$ cat src/rtl/bpc_pkg.sv
package bpc_pkg;
  typedef enum logic [2:0] {
    ACT_NONE    = 3'd0,
    ACT_FIFO_WR = 3'd1,
    ACT_MB_WR   = 3'd2,
    ACT_FIFO_RD = 3'd3,
    ACT_MB_RD   = 3'd4
  } port_act_e;
endpackage

$ cat src/rtl/bpc_rst_sync.sv
module bpc_rst_sync #(
  parameter int STAGES = 2
) (
  input  logic clk,
  input  logic arst_n,
  output logic srst_n
);
  logic [STAGES-1:0] sync_q;
  logic [STAGES-1:0] sync_d;

  always_comb begin
    sync_d = {sync_q[STAGES-2:0], 1'b1};
  end

  always_ff @(posedge clk or negedge arst_n) begin
    if (!arst_n) sync_q <= '0;
    else         sync_q <= sync_d;
  end

  assign srst_n = sync_q[STAGES-1];
endmodule

$ cat src/rtl/bpc_port_decode.sv
module bpc_port_decode
  import bpc_pkg::*;
#(
  parameter bit WR_HIGH = 1'b1
) (
  input  logic clk,
  input  logic rst_n,
  input  logic run,
  input  logic cs_n,
  input  logic wr_rd,
  input  logic en,
  input  logic mb_sel,
  input  logic in_ready,
  input  logic out_ready,
  output logic fifo_wr,
  output logic mb_wr,
  output logic fifo_rd,
  output logic mb_rd,
  output logic bus_oe
);
  port_act_e act;
  logic      dir_in;

  generate
    if (WR_HIGH) begin : g_pol_hi
      assign dir_in = wr_rd;
    end else begin : g_pol_lo
      assign dir_in = ~wr_rd;
    end
  endgenerate

  always_comb begin
    act = ACT_NONE;
    if (run && !cs_n && en) begin
      if (dir_in) begin
        if (mb_sel)        act = ACT_MB_WR;
        else if (in_ready) act = ACT_FIFO_WR;
      end else begin
        if (mb_sel)         act = ACT_MB_RD;
        else if (out_ready) act = ACT_FIFO_RD;
      end
    end
  end

  always_comb begin
    fifo_wr = (act == ACT_FIFO_WR);
    mb_wr   = (act == ACT_MB_WR);
    fifo_rd = (act == ACT_FIFO_RD);
    mb_rd   = (act == ACT_MB_RD);
    bus_oe  = !cs_n && !dir_in;
  end


  no_act_when_disabled_chk: assert property (@(posedge clk) disable iff (!rst_n)
    !en |-> !(fifo_wr || mb_wr || fifo_rd || mb_rd));

  push_needs_room_chk: assert property (@(posedge clk) disable iff (!rst_n)
    fifo_wr |-> (in_ready && !mb_sel));

  pop_needs_data_chk: assert property (@(posedge clk) disable iff (!rst_n)
    fifo_rd |-> (out_ready && !mb_sel));

  no_write_while_driving_chk: assert property (@(posedge clk) disable iff (!rst_n)
    bus_oe |-> !(fifo_wr || mb_wr));

  single_action_chk: assert property (@(posedge clk) disable iff (!rst_n)
    $onehot0({fifo_wr, mb_wr, fifo_rd, mb_rd}));
endmodule

$ cat src/rtl/bpc_mailbox.sv
module bpc_mailbox #(
  parameter int DATA_W = 36
) (
  input  logic              clk,
  input  logic              rst_n,
  input  logic              wr_req,
  input  logic              rd_req,
  input  logic [DATA_W-1:0] wdata,
  output logic [DATA_W-1:0] rdata,
  output logic              full_n
);
  logic [DATA_W-1:0] data_q, data_d;
  logic              flag_q, flag_d;
  logic              wr_acc;
  logic              upd_en;

  always_comb begin
    wr_acc = wr_req && flag_q;
    upd_en = wr_acc || rd_req;
    data_d = data_q;
    flag_d = flag_q;
    if (wr_acc) begin
      data_d = wdata;
      flag_d = 1'b0;
    end else if (rd_req) begin
      flag_d = 1'b1;
    end
  end

  always_ff @(posedge clk or negedge rst_n) begin
    if (!rst_n) begin
      data_q <= '0;
      flag_q <= 1'b1;
    end else if (upd_en) begin
      data_q <= data_d;
      flag_q <= flag_d;
    end
  end

  assign rdata  = data_q;
  assign full_n = flag_q;


  deposit_fills_chk: assert property (@(posedge clk) disable iff (!rst_n)
    (wr_req && full_n) |=> (!full_n && rdata == $past(wdata)));

  deposit_dropped_chk: assert property (@(posedge clk) disable iff (!rst_n)
    (wr_req && !full_n) |=> $stable(rdata));

  take_empties_chk: assert property (@(posedge clk) disable iff (!rst_n)
    (rd_req && !(wr_req && full_n)) |=> full_n);

  idle_holds_chk: assert property (@(posedge clk) disable iff (!rst_n)
    (!wr_req && !rd_req) |=> ($stable(rdata) && $stable(full_n)));
endmodule

$ cat src/rtl/bidir_mbox_ctrl.sv
module bidir_mbox_ctrl #(
  parameter int DATA_W     = 36,
  parameter int RST_STAGES = 2
) (
  input  logic              clk,
  input  logic              rst_n,
  input  logic              a_cs_n,
  input  logic              a_wr_rd,
  input  logic              a_en,
  input  logic              a_mb_sel,
  input  logic [DATA_W-1:0] a_din,
  output logic [DATA_W-1:0] a_dout,
  output logic              a_oe,
  input  logic              b_cs_n,
  input  logic              b_wr_rd,
  input  logic              b_en,
  input  logic              b_mb_sel,
  input  logic [DATA_W-1:0] b_din,
  output logic [DATA_W-1:0] b_dout,
  output logic              b_oe,
  input  logic              f1_full_n,
  input  logic              f1_empty_n,
  input  logic [DATA_W-1:0] f1_rdata,
  output logic              f1_wr,
  output logic [DATA_W-1:0] f1_wdata,
  output logic              f1_rd,
  input  logic              f2_full_n,
  input  logic              f2_empty_n,
  input  logic [DATA_W-1:0] f2_rdata,
  output logic              f2_wr,
  output logic [DATA_W-1:0] f2_wdata,
  output logic              f2_rd,
  output logic              mb1_full_n,
  output logic              mb2_full_n
);
  logic              srst_n;
  logic              a_mb_wr, a_mb_rd, b_mb_wr, b_mb_rd;
  logic [DATA_W-1:0] mb1_q, mb2_q;

  bpc_rst_sync #(.STAGES(RST_STAGES)) u_rst (
    .clk    (clk),
    .arst_n (rst_n),
    .srst_n (srst_n)
  );

  bpc_port_decode #(.WR_HIGH(1'b1)) u_dec_a (
    .clk       (clk),
    .rst_n     (srst_n),
    .run       (srst_n),
    .cs_n      (a_cs_n),
    .wr_rd     (a_wr_rd),
    .en        (a_en),
    .mb_sel    (a_mb_sel),
    .in_ready  (f1_full_n),
    .out_ready (f2_empty_n),
    .fifo_wr   (f1_wr),
    .mb_wr     (a_mb_wr),
    .fifo_rd   (f2_rd),
    .mb_rd     (a_mb_rd),
    .bus_oe    (a_oe)
  );

  bpc_port_decode #(.WR_HIGH(1'b0)) u_dec_b (
    .clk       (clk),
    .rst_n     (srst_n),
    .run       (srst_n),
    .cs_n      (b_cs_n),
    .wr_rd     (b_wr_rd),
    .en        (b_en),
    .mb_sel    (b_mb_sel),
    .in_ready  (f2_full_n),
    .out_ready (f1_empty_n),
    .fifo_wr   (f2_wr),
    .mb_wr     (b_mb_wr),
    .fifo_rd   (f1_rd),
    .mb_rd     (b_mb_rd),
    .bus_oe    (b_oe)
  );

  bpc_mailbox #(.DATA_W(DATA_W)) u_mb1 (
    .clk    (clk),
    .rst_n  (srst_n),
    .wr_req (a_mb_wr),
    .rd_req (b_mb_rd),
    .wdata  (a_din),
    .rdata  (mb1_q),
    .full_n (mb1_full_n)
  );

  bpc_mailbox #(.DATA_W(DATA_W)) u_mb2 (
    .clk    (clk),
    .rst_n  (srst_n),
    .wr_req (b_mb_wr),
    .rd_req (a_mb_rd),
    .wdata  (b_din),
    .rdata  (mb2_q),
    .full_n (mb2_full_n)
  );

  always_comb begin
    f1_wdata = a_din;
    f2_wdata = b_din;
    a_dout   = a_mb_sel ? mb2_q : f2_rdata;
    b_dout   = b_mb_sel ? mb1_q : f1_rdata;
  end


  quiet_in_reset_chk: assert property (@(posedge clk)
    !srst_n |-> !(f1_wr || f1_rd || f2_wr || f2_rd));

  mb1_take_wins_when_full_chk: assert property (@(posedge clk) disable iff (!srst_n)
    (a_mb_wr && b_mb_rd && !mb1_full_n) |=> (mb1_full_n && $stable(mb1_q)));
endmodule

$ cat config.mk
export PLATFORM = sky130hd
export DESIGN_NAME = bidir_mbox_ctrl
export DESIGN_NICKNAME = d
export VERILOG_FILES = /design/src/rtl/bpc_pkg.sv /design/src/rtl/bpc_rst_sync.sv /design/src/rtl/bpc_port_decode.sv /design/src/rtl/bpc_mailbox.sv /design/src/rtl/bidir_mbox_ctrl.sv
export SDC_FILE = /design/constraint.sdc
export NUM_CORES = 1
export LEC_CHECK = 0
export ABC_AREA = 1
export ABC_CLOCK_PERIOD_IN_PS = 5400
export BUFFER_PORTS_ARGS = -buffer_cell sky130_fd_sc_hd__buf_4
export CELL_PAD_IN_SITES_DETAIL_PLACEMENT = 1
export CELL_PAD_IN_SITES_GLOBAL_PLACEMENT = 1
export CORE_MARGIN = 10
export CORE_UTILIZATION = 25
export CTS_CLUSTER_DIAMETER = 40
export CTS_CLUSTER_SIZE = 12
export DETAILED_ROUTE_END_ITERATION = 8
export GPL_TIMING_DRIVEN = 0
export HOLD_SLACK_MARGIN = 0.15
export PLACE_DENSITY = 0.81
export SKIP_CTS_REPAIR_TIMING = 1
export SLEW_MARGIN = 40
export SYNTH_ARGS = -nofsm -noshare
export SYNTH_HDL_FRONTEND = slang
export SYNTH_HIERARCHICAL = 1
export SYNTH_SLANG_ARGS = --single-unit
$ cat constraint.sdc
create_clock -name clk -period 5.4 [get_ports clk]
set_input_delay 1.08 -clock clk [delete_from_list [all_inputs] [get_ports clk]]
set_output_delay 1.08 -clock clk [all_outputs]
set_load 0.01 [all_outputs]
# [After elaboration in Yosys (flattened, before gate mapping)]
# Index checks and enable logic that the tools add are counted.
[word_totals] inputBits=158 elab_cells=50 out_inout_bits=152 ff_bits=76
[op_classes] eq_ne=8 n_reduce_logical=19 n_mux=18
[op_table] cell="36-bit 2-to-1 mux" count=2
[op_table] cell="3-bit 2-to-1 mux" count=8
[op_table] cell="3-bit by 2-bit equality test with 1-bit output, second input constant" count=4
[op_table] cell="1-bit logical AND" count=8
[op_table] cell="2-bit AND reduction" count=4
[op_table] cell="3-bit by 1-bit equality test with 1-bit output, second input constant" count=2
[op_table] cell="3-bit equality test, second input constant" count=2
[op_table] cell="1-bit 2-to-1 mux" count=6
[op_table] cell="2-bit 2-to-1 mux" count=2
[op_table] cell="2-bit nonzero test" count=2
[op_table] cell="1-bit logical NOT" count=3
[op_table] cell="1-bit logical OR" count=2

# [Depth between registers and ports, before layout]
[logic_depth] depth_word=8 ltp_mapped=11 depth_no_buf=9

# [Hierarchy]
# Netlist, hierarchy kept.
[by_module_without_submodules] mod="bpc_mailbox" instances=2 area_per_inst_um2=1700.4 seq_area_each_um2=927.1 cells_per_inst=160
[by_module_without_submodules] mod="bidir_mbox_ctrl" instances=1 area_per_inst_um2=1579.0 seq_area_each_um2=0.0 cells_per_inst=304
[by_module_without_submodules] mod="bpc_port_decode at u_dec_a" instances=1 area_per_inst_um2=93.8 seq_area_each_um2=0.0 cells_per_inst=21
[by_module_without_submodules] mod="bpc_port_decode at u_dec_b" instances=1 area_per_inst_um2=72.6 seq_area_each_um2=0.0 cells_per_inst=17
[by_module_without_submodules] mod="bpc_rst_sync" instances=1 area_per_inst_um2=53.8 seq_area_each_um2=50.0 cells_per_inst=3

# [Least setup slack after synthesis]
# No wires, ideal clock.
[synth_path] kind="register to output" from="register u_rst.sync_q[1]" to="output port f1_rd" path_stages_with_launch=5 arrival_ns=2.587 setup_slack_ns=1.733 path_buffers=0 t_required_ns=4.320 cell_sequence="dfrtp_1 > nand2_1 > nor2_2 > nand3_1 > nor2_1"
[synth_between] elab_chain_cells=4
[synth_lines] element="start, declared" line="bpc_rst_sync.sv:8" source="logic [STAGES-1:0] sync_q;"
[synth_lines] element="start signal, assigned" line="bpc_rst_sync.sv:17" source="else sync_q <= sync_d;"
[synth_lines] element="1-bit logical AND (2 in a row)" line="bpc_port_decode.sv:34" source="if (run && !cs_n && en) begin"
[synth_lines] element="3-bit 2-to-1 mux" line="bpc_port_decode.sv:34"
[synth_lines] element="3-bit by 2-bit equality test with 1-bit output" line="bpc_port_decode.sv:48" source="fifo_rd = (act == ACT_FIFO_RD);"
[synth_lines] element="end, declared" line="bidir_mbox_ctrl.sv:26" source="output logic f1_rd,"
# Every way passes these cells.

# [Worst setup path in the final report]
[layout_path] from="input port a_mb_sel" to="output port a_dout[27]"
[layout_between] elab_chain_cells=1
[layout_lines] element="start, declared" line="bidir_mbox_ctrl.sv:10" source="input logic a_mb_sel,"
[layout_lines] element="36-bit 2-to-1 mux" line="bidir_mbox_ctrl.sv:103" source="a_dout = a_mb_sel ? mb2_q : f2_rdata;"
[layout_lines] element="end, declared" line="bidir_mbox_ctrl.sv:12" source="output logic [DATA_W-1:0] a_dout,"
# Every way passes these cells.

==> run metrics <==
top_reg_cell synth=dfrtp_1; Post-synth ARST share=1.00; WL per Instance=16.7 um; PnR worst setup slack=about 2400 ps; CP max-delay cell=buf_6; R2R setup slack=~3400 ps; PwrDens=approximately 290 nW/um^2; via count=approximately 5300; CTS buffer count=9; syn_nets=between 800 and 900; layout cell share with drive strength beyond 1=0.532; CP bufs+invs=5; Max IR drop VDD=~0.00013 V; I/O Buffers=309; DRC=0; # nets final=around 1100; DR iter-0 viols=~180; total I/O pin count=310; root buffer cell=clkbuf_16; DP Wirelength=~18000 um; crit path kind=in2out; worst slack, placed=2410 ps; register bit total from synthesis=76; Die Wd=164 um; Die Height=approximately 160 um; global-route usage over all layers=0.149; RSZ-0062 raised after global routing=false; GRT overflow=0; Starting Density=0.255; Netlist Area Pre-Place=about 5200 um^2; LEAKAGE=4.62 nW; initial antenna violation count=0; crit end category=output port; GPL Wtd Cong=about 0.76; vias in the first global route=~5800; Antenna Cells=0; Setup crit start kind=input pin; run status=complete, no violations; Mapped Cells=665; post-layout min period=between 2000 and 3000 ps; first-pass GRT wire length=approximately 32000 um; drt total wl=21000 um; Critical Path AT=about 1900 ps; Final TNS setup=0 ps; Core Area=20400 um^2; clk_skew=~6.6 ps; Synth Warn #=6; post-placement cell count=1246; Worst Hold Class=reg2async; Critical Path RT=between 4000 and 5000 ps; Pre-antenna DRT Iters=4; Min Hold Slack=approximately 180 ps; critical-path cell list=buf_4 > buf_6 > inv_8 > buf_6 > nand2_1 > nand2_1 > buf_4; post-route ant nets=0; CTS sink cnt=76; latest clock arrival within the worst-skew pair=330 ps; Layout area overhead=58.1%; final std cells w/o fill=1262; CP max stage delay=170 ps; final cycle utilization of the critical path=0.551; sequential-to-total area share from yosys stat=0.366; EDFF count, synth=0; Fin. Hold Viols=0; TritonCTS clock tree=built; final setup violation count=0; Pins Over Slew Limit=0; CTS Buffer Depth=2; Max Fanout on Critical Path=10; fillcell total=2544; Reg clk slew, reported paths=roughly 60 ps; Synth Area per Inst=7.82 um^2; CTS HTree Levels=3; Core Rows=52; library cells used by synthesis=19; Top delay family on crit path=buffers and inverters; largest net degree at the start of global routing=36; via/cell ratio=approximately 4.2; f_max=roughly 340 MHz; Die ar.=27000 um^2; max_cap viols=0
[layout make-up]
class	instances	area, um^2	share of cell area
plain buffers	108	996	0.121
clock buffers	10	229	0.0279
clock inverters	6	88.8	0.0108
inverters	12	60.1	0.00731
multi-input cells	469	2240	0.272
flip-flops and latches	76	1910	0.232
well taps	270	338	0.0411
repair buffers	311	2360	0.287
[sequential cells by signal, summed over array words and instances, names as in the netlist]
name and flops:
u_rst/sync_q 2, u_mb2/rdata 36, u_mb1/full_n 1, u_mb1/rdata 36, u_mb2/full_n 1
[worst register-to-register path, cell delays in order (launching register included)]
cell and delay, ps:
dfrtp_4 550, buf_12 260, nand2_1 100, nor2_2 150
inv_2 50, nor3_1 180, buf_6 200, nand2_4 140
buf_6 180, nand2_1 70, nand2_1 50
[synthesized netlist by cell type, types with 3 or more instances]
| library cell | number | area [um^2] |
|---|---|---|
| nand2_1 | 352 | 1320 |
| buf_4 | 76 | 571 |
| dfrtp_1 | 74 | 1850 |
| nand3_2 | 61 | 611 |
| buf_6 | 24 | 270 |
| nand2_2 | 20 | 125 |
| nand3_1 | 15 | 75.1 |
| nor2_1 | 11 | 41.3 |
| buf_12 | 7 | 140 |
| inv_1 | 7 | 26.3 |
| inv_2 | 3 | 11.3 |
| nor2_2 | 3 | 18.8 |
| nor3_1 | 3 | 15.0 |
[power breakdown]
group / switching (mW) / internal, mW / total (mW)
sequential: 0.0974 / 0.745 / 0.843
combinational: 0.465 / 0.465 / 0.930
clock: 0.239 / 0.405 / 0.644
total: 0.801 / 1.62 / 2.42
[layer usage]
metal,vias up,share of wire,wire length (um),GRT usage
met5,-,0,0,0
met4,0,0.012,243,0.0374
met3,15,0.068,1440,0.0418
met2,152,0.54,11300,0.274
met1,2502,0.38,8060,0.164
li1,2619,-,-,-
[cell usage in the layout, fill, tap and decap left out]
master	synthesis	routed
clkbuf_1	0	1
bufinv_16	0	2
nand2_2	20	20
nand3_2	61	61
buf_8	1	1
nor3_1	3	3
buf_4	76	385
dfstp_2	2	2
clkinvlp_4	0	2
inv_2	3	3
nand3_1	15	15
clkinv_4	0	1
dfrtp_1	74	73
buf_6	24	24
buf_12	7	9
clkinv_2	0	1
nand2_1	352	352
inv_8	2	2
inv_1	7	7
nor2_1	11	11
dfrtp_4	0	1
conb_1	1	1
nor2_2	3	3
nand4_1	1	1
nand2_4	2	2
clkbuf_16	0	9
[path summary, 6_finish.rpt]
check | start | endpoint | cells after the start
max | a_mb_sel | a_dout[27] | 7
min | u_rst/sync_q[1] | u_mb1/rdata[30] | 0
max reg2reg | u_rst/sync_q[1] | u_mb2/rdata[28] | 10
min reg2reg | u_rst/sync_q[1] | u_mb1/rdata[30] | 0
max in group asynchronous | u_rst/sync_q[1] | u_mb2/full_n | 1
min in group clk | u_rst/sync_q[0] | u_rst/sync_q[1] | 0
[stage by stage]
stage,instance area [um^2],utilization,total power [mW]
2_1_floorplan,5200,-,1.35
4_1_cts,8220,0.404,2.47
5_1_grt,8220,0.404,2.59
6_report,8220,0.404,2.42
3_3_place_gp,7860,0.386,1.77
3_5_place_dp,7900,0.388,1.80
[cell families after synthesis]
group,after synthesis,synth area share
and+or+nand+nor,468,0.430
DFF,76,0.366
other,1,0.000721
buffers and inverters,120,0.203
Power figures use the tool's default switching activity.
